==> src/rtl/sdir_pkg.sv <==
package sdir_pkg;

    typedef enum logic [1:0] {
        OP_LOAD  = 2'b00,
        OP_STORE = 2'b01,
        OP_EVICT = 2'b10,
        OP_NONE  = 2'b11
    } dir_op_e;

    typedef enum logic {
        ST_IDLE  = 1'b0,
        ST_DRAIN = 1'b1
    } dir_state_e;

endpackage

==> src/rtl/sdir_pick.sv <==
module sdir_pick #(
    parameter int NC = 8,
    localparam int IW = (NC > 1) ? $clog2(NC) : 1
) (
    input  logic [NC-1:0] vec,
    output logic          any,
    output logic [IW-1:0] idx,
    output logic [NC-1:0] onehot
);
    always_comb begin
        idx = '0;
        for (int i = NC - 1; i >= 0; i--) begin
            if (vec[i]) idx = IW'(i);
        end
        any    = |vec;
        onehot = any ? (NC'(1) << idx) : '0;
    end
endmodule

==> src/rtl/sdir_table.sv <==
module sdir_table #(
    parameter int N  = 4,
    parameter int AW = 26,
    parameter int NC = 8,
    localparam int IW = (N > 1) ? $clog2(N) : 1
) (
    input  logic          clk,
    input  logic          rst_n,
    input  logic [AW-1:0] lk_addr,
    output logic          lk_hit,
    output logic [IW-1:0] lk_idx,
    output logic [NC-1:0] lk_vec,
    output logic          free_any,
    output logic [IW-1:0] free_idx,
    output logic [IW-1:0] rep_idx,
    output logic [AW-1:0] rep_addr,
    output logic [NC-1:0] rep_vec,
    input  logic          rep_adv,
    input  logic          wr_en,
    input  logic [IW-1:0] wr_idx,
    input  logic          wr_valid,
    input  logic [AW-1:0] wr_addr,
    input  logic [NC-1:0] wr_vec
);
    logic [N-1:0]  valid_q;
    logic [AW-1:0] addr_q [N];
    logic [NC-1:0] vec_q  [N];
    logic [N-1:0]  match;
    logic [IW-1:0] rep_q;

    for (genvar g = 0; g < N; g++) begin : g_entry
        assign match[g] = valid_q[g] && (addr_q[g] == lk_addr);

        always_ff @(posedge clk) begin
            if (!rst_n) begin
                valid_q[g] <= 1'b0;
                addr_q[g]  <= '0;
                vec_q[g]   <= '0;
            end else if (wr_en && (wr_idx == IW'(g))) begin
                valid_q[g] <= wr_valid;
                addr_q[g]  <= wr_addr;
                vec_q[g]   <= wr_vec;
            end
        end
    end

    always_comb begin
        lk_idx   = '0;
        free_idx = '0;
        for (int i = N - 1; i >= 0; i--) begin
            if (match[i])    lk_idx   = IW'(i);
            if (!valid_q[i]) free_idx = IW'(i);
        end
        lk_hit   = |match;
        lk_vec   = vec_q[lk_idx];
        free_any = ~&valid_q;
        rep_idx  = rep_q;
        rep_addr = addr_q[rep_q];
        rep_vec  = vec_q[rep_q];
    end

    always_ff @(posedge clk) begin
        if (!rst_n) begin
            rep_q <= '0;
        end else if (rep_adv) begin
            rep_q <= (rep_q == IW'(N - 1)) ? '0 : rep_q + 1'b1;
        end
    end
endmodule

==> src/rtl/sdir_ctrl.sv <==
module sdir_ctrl
    import sdir_pkg::*;
#(
    parameter int NUM_CORES   = 8,
    parameter int NUM_ENTRIES = 4,
    parameter int LINE_AW     = 26
) (
    input  logic                         clk,
    input  logic                         rst_n,
    input  logic                         req_valid,
    output logic                         req_ready,
    input  logic [1:0]                   req_op,
    input  logic [$clog2(NUM_CORES)-1:0] req_core,
    input  logic [LINE_AW-1:0]           req_addr,
    output logic                         rsp_valid,
    output logic                         rsp_hit,
    output logic                         inv_valid,
    output logic [$clog2(NUM_CORES)-1:0] inv_core,
    output logic [LINE_AW-1:0]           inv_addr,
    output logic                         busy
);
    localparam int CW = $clog2(NUM_CORES);
    localparam int EW = (NUM_ENTRIES > 1) ? $clog2(NUM_ENTRIES) : 1;

    dir_state_e           state_q, state_d;
    logic [NUM_CORES-1:0] pend_q, pend_d;
    logic [LINE_AW-1:0]   paddr_q, paddr_d;
    logic                 rsp_valid_q, rsp_hit_q;

    logic                 lk_hit, free_any, rep_adv;
    logic [EW-1:0]        lk_idx, free_idx, rep_idx;
    logic [NUM_CORES-1:0] lk_vec, rep_vec;
    logic [LINE_AW-1:0]   rep_addr;
    logic                 wr_en, wr_valid;
    logic [EW-1:0]        wr_idx;
    logic [LINE_AW-1:0]   wr_addr;
    logic [NUM_CORES-1:0] wr_vec;

    logic                 pk_any;
    logic [CW-1:0]        pk_idx;
    logic [NUM_CORES-1:0] pk_onehot;

    logic                 accept;
    dir_op_e              op;
    logic [NUM_CORES-1:0] self_bit;
    logic [NUM_CORES-1:0] new_mask;
    logic [LINE_AW-1:0]   new_addr;

    sdir_table #(
        .N (NUM_ENTRIES),
        .AW(LINE_AW),
        .NC(NUM_CORES)
    ) u_table (
        .clk     (clk),
        .rst_n   (rst_n),
        .lk_addr (req_addr),
        .lk_hit  (lk_hit),
        .lk_idx  (lk_idx),
        .lk_vec  (lk_vec),
        .free_any(free_any),
        .free_idx(free_idx),
        .rep_idx (rep_idx),
        .rep_addr(rep_addr),
        .rep_vec (rep_vec),
        .rep_adv (rep_adv),
        .wr_en   (wr_en),
        .wr_idx  (wr_idx),
        .wr_valid(wr_valid),
        .wr_addr (wr_addr),
        .wr_vec  (wr_vec)
    );

    sdir_pick #(.NC(NUM_CORES)) u_pick (
        .vec   (pend_q),
        .any   (pk_any),
        .idx   (pk_idx),
        .onehot(pk_onehot)
    );

    assign op       = dir_op_e'(req_op);
    assign self_bit = NUM_CORES'(1) << req_core;
    assign accept   = req_valid && req_ready;

    // Directory update and invalidation set for the request on the port.
    always_comb begin
        wr_en    = 1'b0;
        wr_idx   = lk_idx;
        wr_valid = 1'b1;
        wr_addr  = req_addr;
        wr_vec   = '0;
        rep_adv  = 1'b0;
        new_mask = '0;
        new_addr = req_addr;
        unique case (op)
            OP_LOAD: begin
                wr_en = accept;
                if (lk_hit) begin
                    wr_vec = lk_vec | self_bit;
                end else if (free_any) begin
                    wr_idx = free_idx;
                    wr_vec = self_bit;
                end else begin
                    wr_idx   = rep_idx;
                    wr_vec   = self_bit;
                    rep_adv  = accept;
                    new_mask = rep_vec;
                    new_addr = rep_addr;
                end
            end
            OP_STORE: begin
                if (lk_hit) begin
                    wr_en    = accept;
                    wr_vec   = lk_vec & self_bit;
                    new_mask = lk_vec & ~self_bit;
                end
            end
            OP_EVICT: begin
                if (lk_hit) begin
                    wr_en    = accept;
                    wr_valid = 1'b0;
                    wr_addr  = '0;
                    new_mask = lk_vec;
                end
            end
            OP_NONE: begin
                wr_en = 1'b0;
            end
        endcase
    end

    // Next state.
    always_comb begin
        state_d = state_q;
        pend_d  = pend_q;
        paddr_d = paddr_q;
        unique case (state_q)
            ST_IDLE: begin
                if (accept) begin
                    pend_d  = new_mask;
                    paddr_d = new_addr;
                    if (new_mask != '0) state_d = ST_DRAIN;
                end
            end
            ST_DRAIN: begin
                pend_d = pend_q & ~pk_onehot;
                if ((pend_q & ~pk_onehot) == '0) state_d = ST_IDLE;
            end
        endcase
    end

    // State register.
    always_ff @(posedge clk) begin
        if (!rst_n) begin
            state_q     <= ST_IDLE;
            pend_q      <= '0;
            paddr_q     <= '0;
            rsp_valid_q <= 1'b0;
            rsp_hit_q   <= 1'b0;
        end else begin
            state_q     <= state_d;
            pend_q      <= pend_d;
            paddr_q     <= paddr_d;
            rsp_valid_q <= accept;
            rsp_hit_q   <= accept && lk_hit && (op != OP_NONE);
        end
    end

    // Outputs.
    always_comb begin
        req_ready = (state_q == ST_IDLE);
        busy      = (state_q == ST_DRAIN);
        inv_valid = (state_q == ST_DRAIN) && pk_any;
        inv_core  = pk_idx;
        inv_addr  = paddr_q;
        rsp_valid = rsp_valid_q;
        rsp_hit   = rsp_hit_q;
    end
endmodule

==> config.mk <==
export PLATFORM = sky130hd
export DESIGN_NAME = sdir_ctrl
export DESIGN_NICKNAME = d
export VERILOG_FILES = /design/src/rtl/sdir_pkg.sv /design/src/rtl/sdir_pick.sv /design/src/rtl/sdir_table.sv /design/src/rtl/sdir_ctrl.sv
export SDC_FILE = /design/constraint.sdc
export NUM_CORES = 1
export LEC_CHECK = 0
export BUFFER_PORTS_ARGS = -buffer_cell sky130_fd_sc_hd__buf_2
export CAP_MARGIN = 20
export CORE_MARGIN = 2
export CORE_UTILIZATION = 46
export CTS_CLUSTER_SIZE = 40
export DETAILED_ROUTE_END_ITERATION = 12
export PLACE_DENSITY_LB_ADDON = 0.15
export SLEW_MARGIN = 20
export SYNTH_ARGS = -nofsm -noshare
export SYNTH_HDL_FRONTEND = slang
export SYNTH_SLANG_ARGS = --single-unit
==> constraint.sdc <==
create_clock -name clk -period 14.4 [get_ports clk]
set_input_delay 2.16 -clock clk [delete_from_list [all_inputs] [get_ports clk]]
set_output_delay 2.16 -clock clk [all_outputs]
set_load 0.02 [all_outputs]
==> flow_metrics.env <==
export IMPL_yosysSeqAreaShare=0.495
export IMPL_io_pins=68
export IMPL_postCtsHoldBufs=0
export IMPL_rsz0062_at_grt="false"
export IMPL_seq_area_sq_um=4990
export IMPL_finalSetupViolations=0
export IMPL_first_pass_iters=5
export IMPL_finalSetupTns_ns=0
export IMPL_slew_headroom=0.418
export IMPL_fillers=1897
export IMPL_stdcell_area_sq_um=11200
export IMPL_syn2layout_area_growth_pct=11.2
export IMPL_initial_core_util=0.466
export IMPL_dpl_cell_area_sq_um=10600
export IMPL_min_path_type="reg -> reg"
export IMPL_path_class="in -> reg"
export IMPL_grt_max_degree=61
export IMPL_synth_xor_area_share=0.0905
export IMPL_reg2reg_from="u_table.addr_q[3][4]$_SDFFCE_PN0P_"
export IMPL_cts_resized=0
export IMPL_worstPathRequired_ns=14.71
export IMPL_ant_nets=0
export IMPL_synthFlopType="edfxtp_1"
export IMPL_synth_cell_types=61
export IMPL_crit_fanout=27
export IMPL_cts_tree="built"
export IMPL_track_usage=0.238
export IMPL_grt_pass1_wl_um=41500
export IMPL_hold_viol=0
export IMPL_drive_above_1_share=0.185
export IMPL_finalCriticalPeriod_ns=5.97
export IMPL_vdd_drop_max_uv=87.1
export IMPL_tightestPinTransition_ns=0.871
export IMPL_hpwlAfterDp_um=18300
export IMPL_cts_sinks=181
export IMPL_cts_made_buffers=17
export IMPL_synthCells=882
export IMPL_numPortBuffers=67
export IMPL_slew_violations=0
export IMPL_core_area_sq_um=21600
export IMPL_crit_arrival_ns=6.28
export IMPL_hp_start="inv_addr[22]$_SDFFE_PN0P_"
export IMPL_power_per_cell_area_nw_per_um2=109
export IMPL_crit_chain="buf_2 > xnor2_1 > nand4_1 > nor3_1 > nand2_1 > a22o_1 > a21oi_1 > or4b_1 > a21oi_4 > and2_1"
export IMPL_clock_tree_root_cell="clkbuf_16"
export IMPL_cts_htree_levels=4
export IMPL_multiInputGateArea_sq_um=4690
export IMPL_antenna_found_initial=0
export IMPL_post_synth_top_area_cell="edfxtp_1"
export IMPL_rr_worst_depth=9
export IMPL_vias_per_cell=5.78
export IMPL_grt_pass1_vias=6689
export IMPL_dieArea_sq_um=23100
export IMPL_nets=949
export IMPL_finalClockSkew_ns=0.0107
export IMPL_synth_top_family_by_area="simple AND/OR/NAND/NOR gates"
export IMPL_detail_route_iter0_violations=595
export IMPL_crit_family="simple AND/OR/NAND/NOR gates"
export IMPL_ff2ff_setup_slack_ns=9.91
export IMPL_end_kind="flip-flop"
export IMPL_synthMuxAreaShare=0.101
export IMPL_synthAdderAreaFrac=0.00621
export IMPL_avgSynthCellArea_sq_um=11.4
export IMPL_wl_per_cell_um=22.7
export IMPL_ys_warnings_count=0
export IMPL_syn_cell_area_sq_um=10100
export IMPL_clock_path_buffers=2
export IMPL_async_flop_share=0
export IMPL_grt_overflow=0
export IMPL_regToRegEndpoint="u_table.addr_q[1][21]$_SDFFCE_PN0P_"
export IMPL_clk_pin_slew_ns=0.07
export IMPL_synth_area_top_cells="edfxtp_1, dfxtp_1, mux4_2"
export IMPL_die_h_um=152
export IMPL_start_kind="input port"
export IMPL_routed_wirelength_um=27300
export IMPL_status="finished clean"
export IMPL_die_w_um=152
export IMPL_critical_path_buf_inv_count=1
export IMPL_globalplace_congestion=0.828
export IMPL_synth_edff_count=136
export IMPL_worstSkewPairLatency_ns=0.44
export IMPL_holdPathEnd="inv_addr[22]$_SDFFE_PN0P_"
export IMPL_cpPeakStageDelay_ns=0.78
export IMPL_max_freq_ghz=0.168
export IMPL_synth_compound_area_frac=0.0927
export IMPL_max_cap_viol_count=0
export IMPL_synth_seq_cells=181
export IMPL_synth_top_area_frac=0.406
export IMPL_cpMaxStageDelayCell="or4b_1"
export IMPL_min_period_over_period=0.414
export IMPL_yosys_area_share_simple=0.170
export IMPL_drc_errors=0
export IMPL_syn_nets=921
export IMPL_leakagePower_nw=4.17
export IMPL_post_cts_buffers=0
export IMPL_whs_path_depth=2
export IMPL_rows=54
export IMPL_antenna_cells=0
export IMPL_via_count=6948
## layout make-up
type | instances | share of cell area
Clock buffer | 18 | 0.0392
Clock inverter | 14 | 0.0177
Inverter | 19 | 0.00637
Multi-Input combinational cell | 611 | 0.419
Sequential cell | 181 | 0.445
Tap cell | 280 | 0.0313
Timing Repair Buffer | 80 | 0.0411
## flip-flops by register name, summed over array words and instances, names as in the netlist, named ones only
name,cells
u_table.addr_q,104
u_table.vec_q,32
inv_addr,26
pend_q,8
u_table.valid_q,4
u_table.rep_idx,2
busy,1
rsp_hit,1
rsp_valid,1
## layout by cell type, fill, tap and decap left out, types with 17 or more instances in the layout
cell type and count:
a21oi_1 29, buf_2 67, edfxtp_1 136, nor2_1 74, nand2_1 28, clkbuf_16 17, xnor2_1 48, nand3_1 24
mux4_2 34, dfxtp_1 43, a211oi_1 30, and2_1 105, xor2_1 56, mux2i_1 25, inv_1 18
## synthesized netlist by cell type, drive strengths merged, types with 25 or more instances
cell    number
edfxtp     136
buf         42
xor2        56
a21oi       34
xnor2       48
clkbuf      29
and2       105
a211oi      30
nand2       29
mux2i       25
dfxtp       45
mux4        34
nor2        74
nand3       25
## worst register-to-register path, cell delays in order, from the launching register on
cell and delay, ns:
edfxtp_1 0.42, xnor2_1 0.35, nand4_1 0.16, nor3_1 0.60, nand2_1 0.15, a22o_1 0.22
a21oi_1 0.63, or4b_1 0.78, a21oi_4 0.78, and2_1 0.25
## kinds of logic (layout without fill, tap and decap cells)
kind of cell / count (synthesis) / count (layout)
AOI/OAI and AO/OA: 133 / 133
adders and majority gates: 5 / 5
muxes: 59 / 59
xor gates and xnor gates: 104 / 104
buffers and inverters: 90 / 131
and+or+nand+nor: 310 / 310
DFF: 181 / 181
## metal layers
layer	up-vias	global-route usage	wire, um
li1	3258	-	-
met3	17	0.0451	1940
met4	0	0.0547	242
met5	-	0	0
met1	3429	0.355	12800
met2	244	0.362	12400
## how the worst max path moves through the flow
stage | start | endpoint | slack (ns) | cells past startpoint
CTS | req_addr[15] | u_table.addr_q[1][21]$_SDFFCE_PN0P_ | 8.52 | 9
finish | req_addr[4] | u_table.addr_q[1][21]$_SDFFCE_PN0P_ | 8.43 | 10
global route | req_addr[25] | u_table.addr_q[1][21]$_SDFFCE_PN0P_ | 8.30 | 10
global placement | req_addr[15] | u_table.addr_q[1][23]$_SDFFCE_PN0P_ | 8.06 | 9
detailed placement | req_addr[15] | u_table.addr_q[1][19]$_SDFFCE_PN0P_ | 8.10 | 9
floorplan | req_addr[12] | u_table.addr_q[0][0]$_SDFFCE_PN0P_ | 7.40 | 10
## power by group
part	internal, W	leakage (nW)	switching, W
clock network	0.000298	0.313	0.000212
logic	0.0000389	2.07	0.0000726
registers	0.000581	1.78	0.0000132
total	0.000917	4.17	0.000298
## metrics by stage
stage / power (W) / worst slack, ns / util / cells / hold slack (ns)
final: 0.00122 / 8.43 / 0.518 / 1203 / 0.492
after global routing: 0.00125 / 8.30 / 0.518 / 1203 / 0.513
after CTS: 0.00122 / 8.52 / 0.518 / 1203 / 0.497
after detailed placement: 0.000716 / 8.10 / 0.488 / 1171 / 0.488
after global placement: 0.000716 / 8.06 / 0.487 / 1169 / 0.484
after floorplan: 0.000677 / 7.40 / - / 882 / 0.462
(Power assumes the default switching activity.)
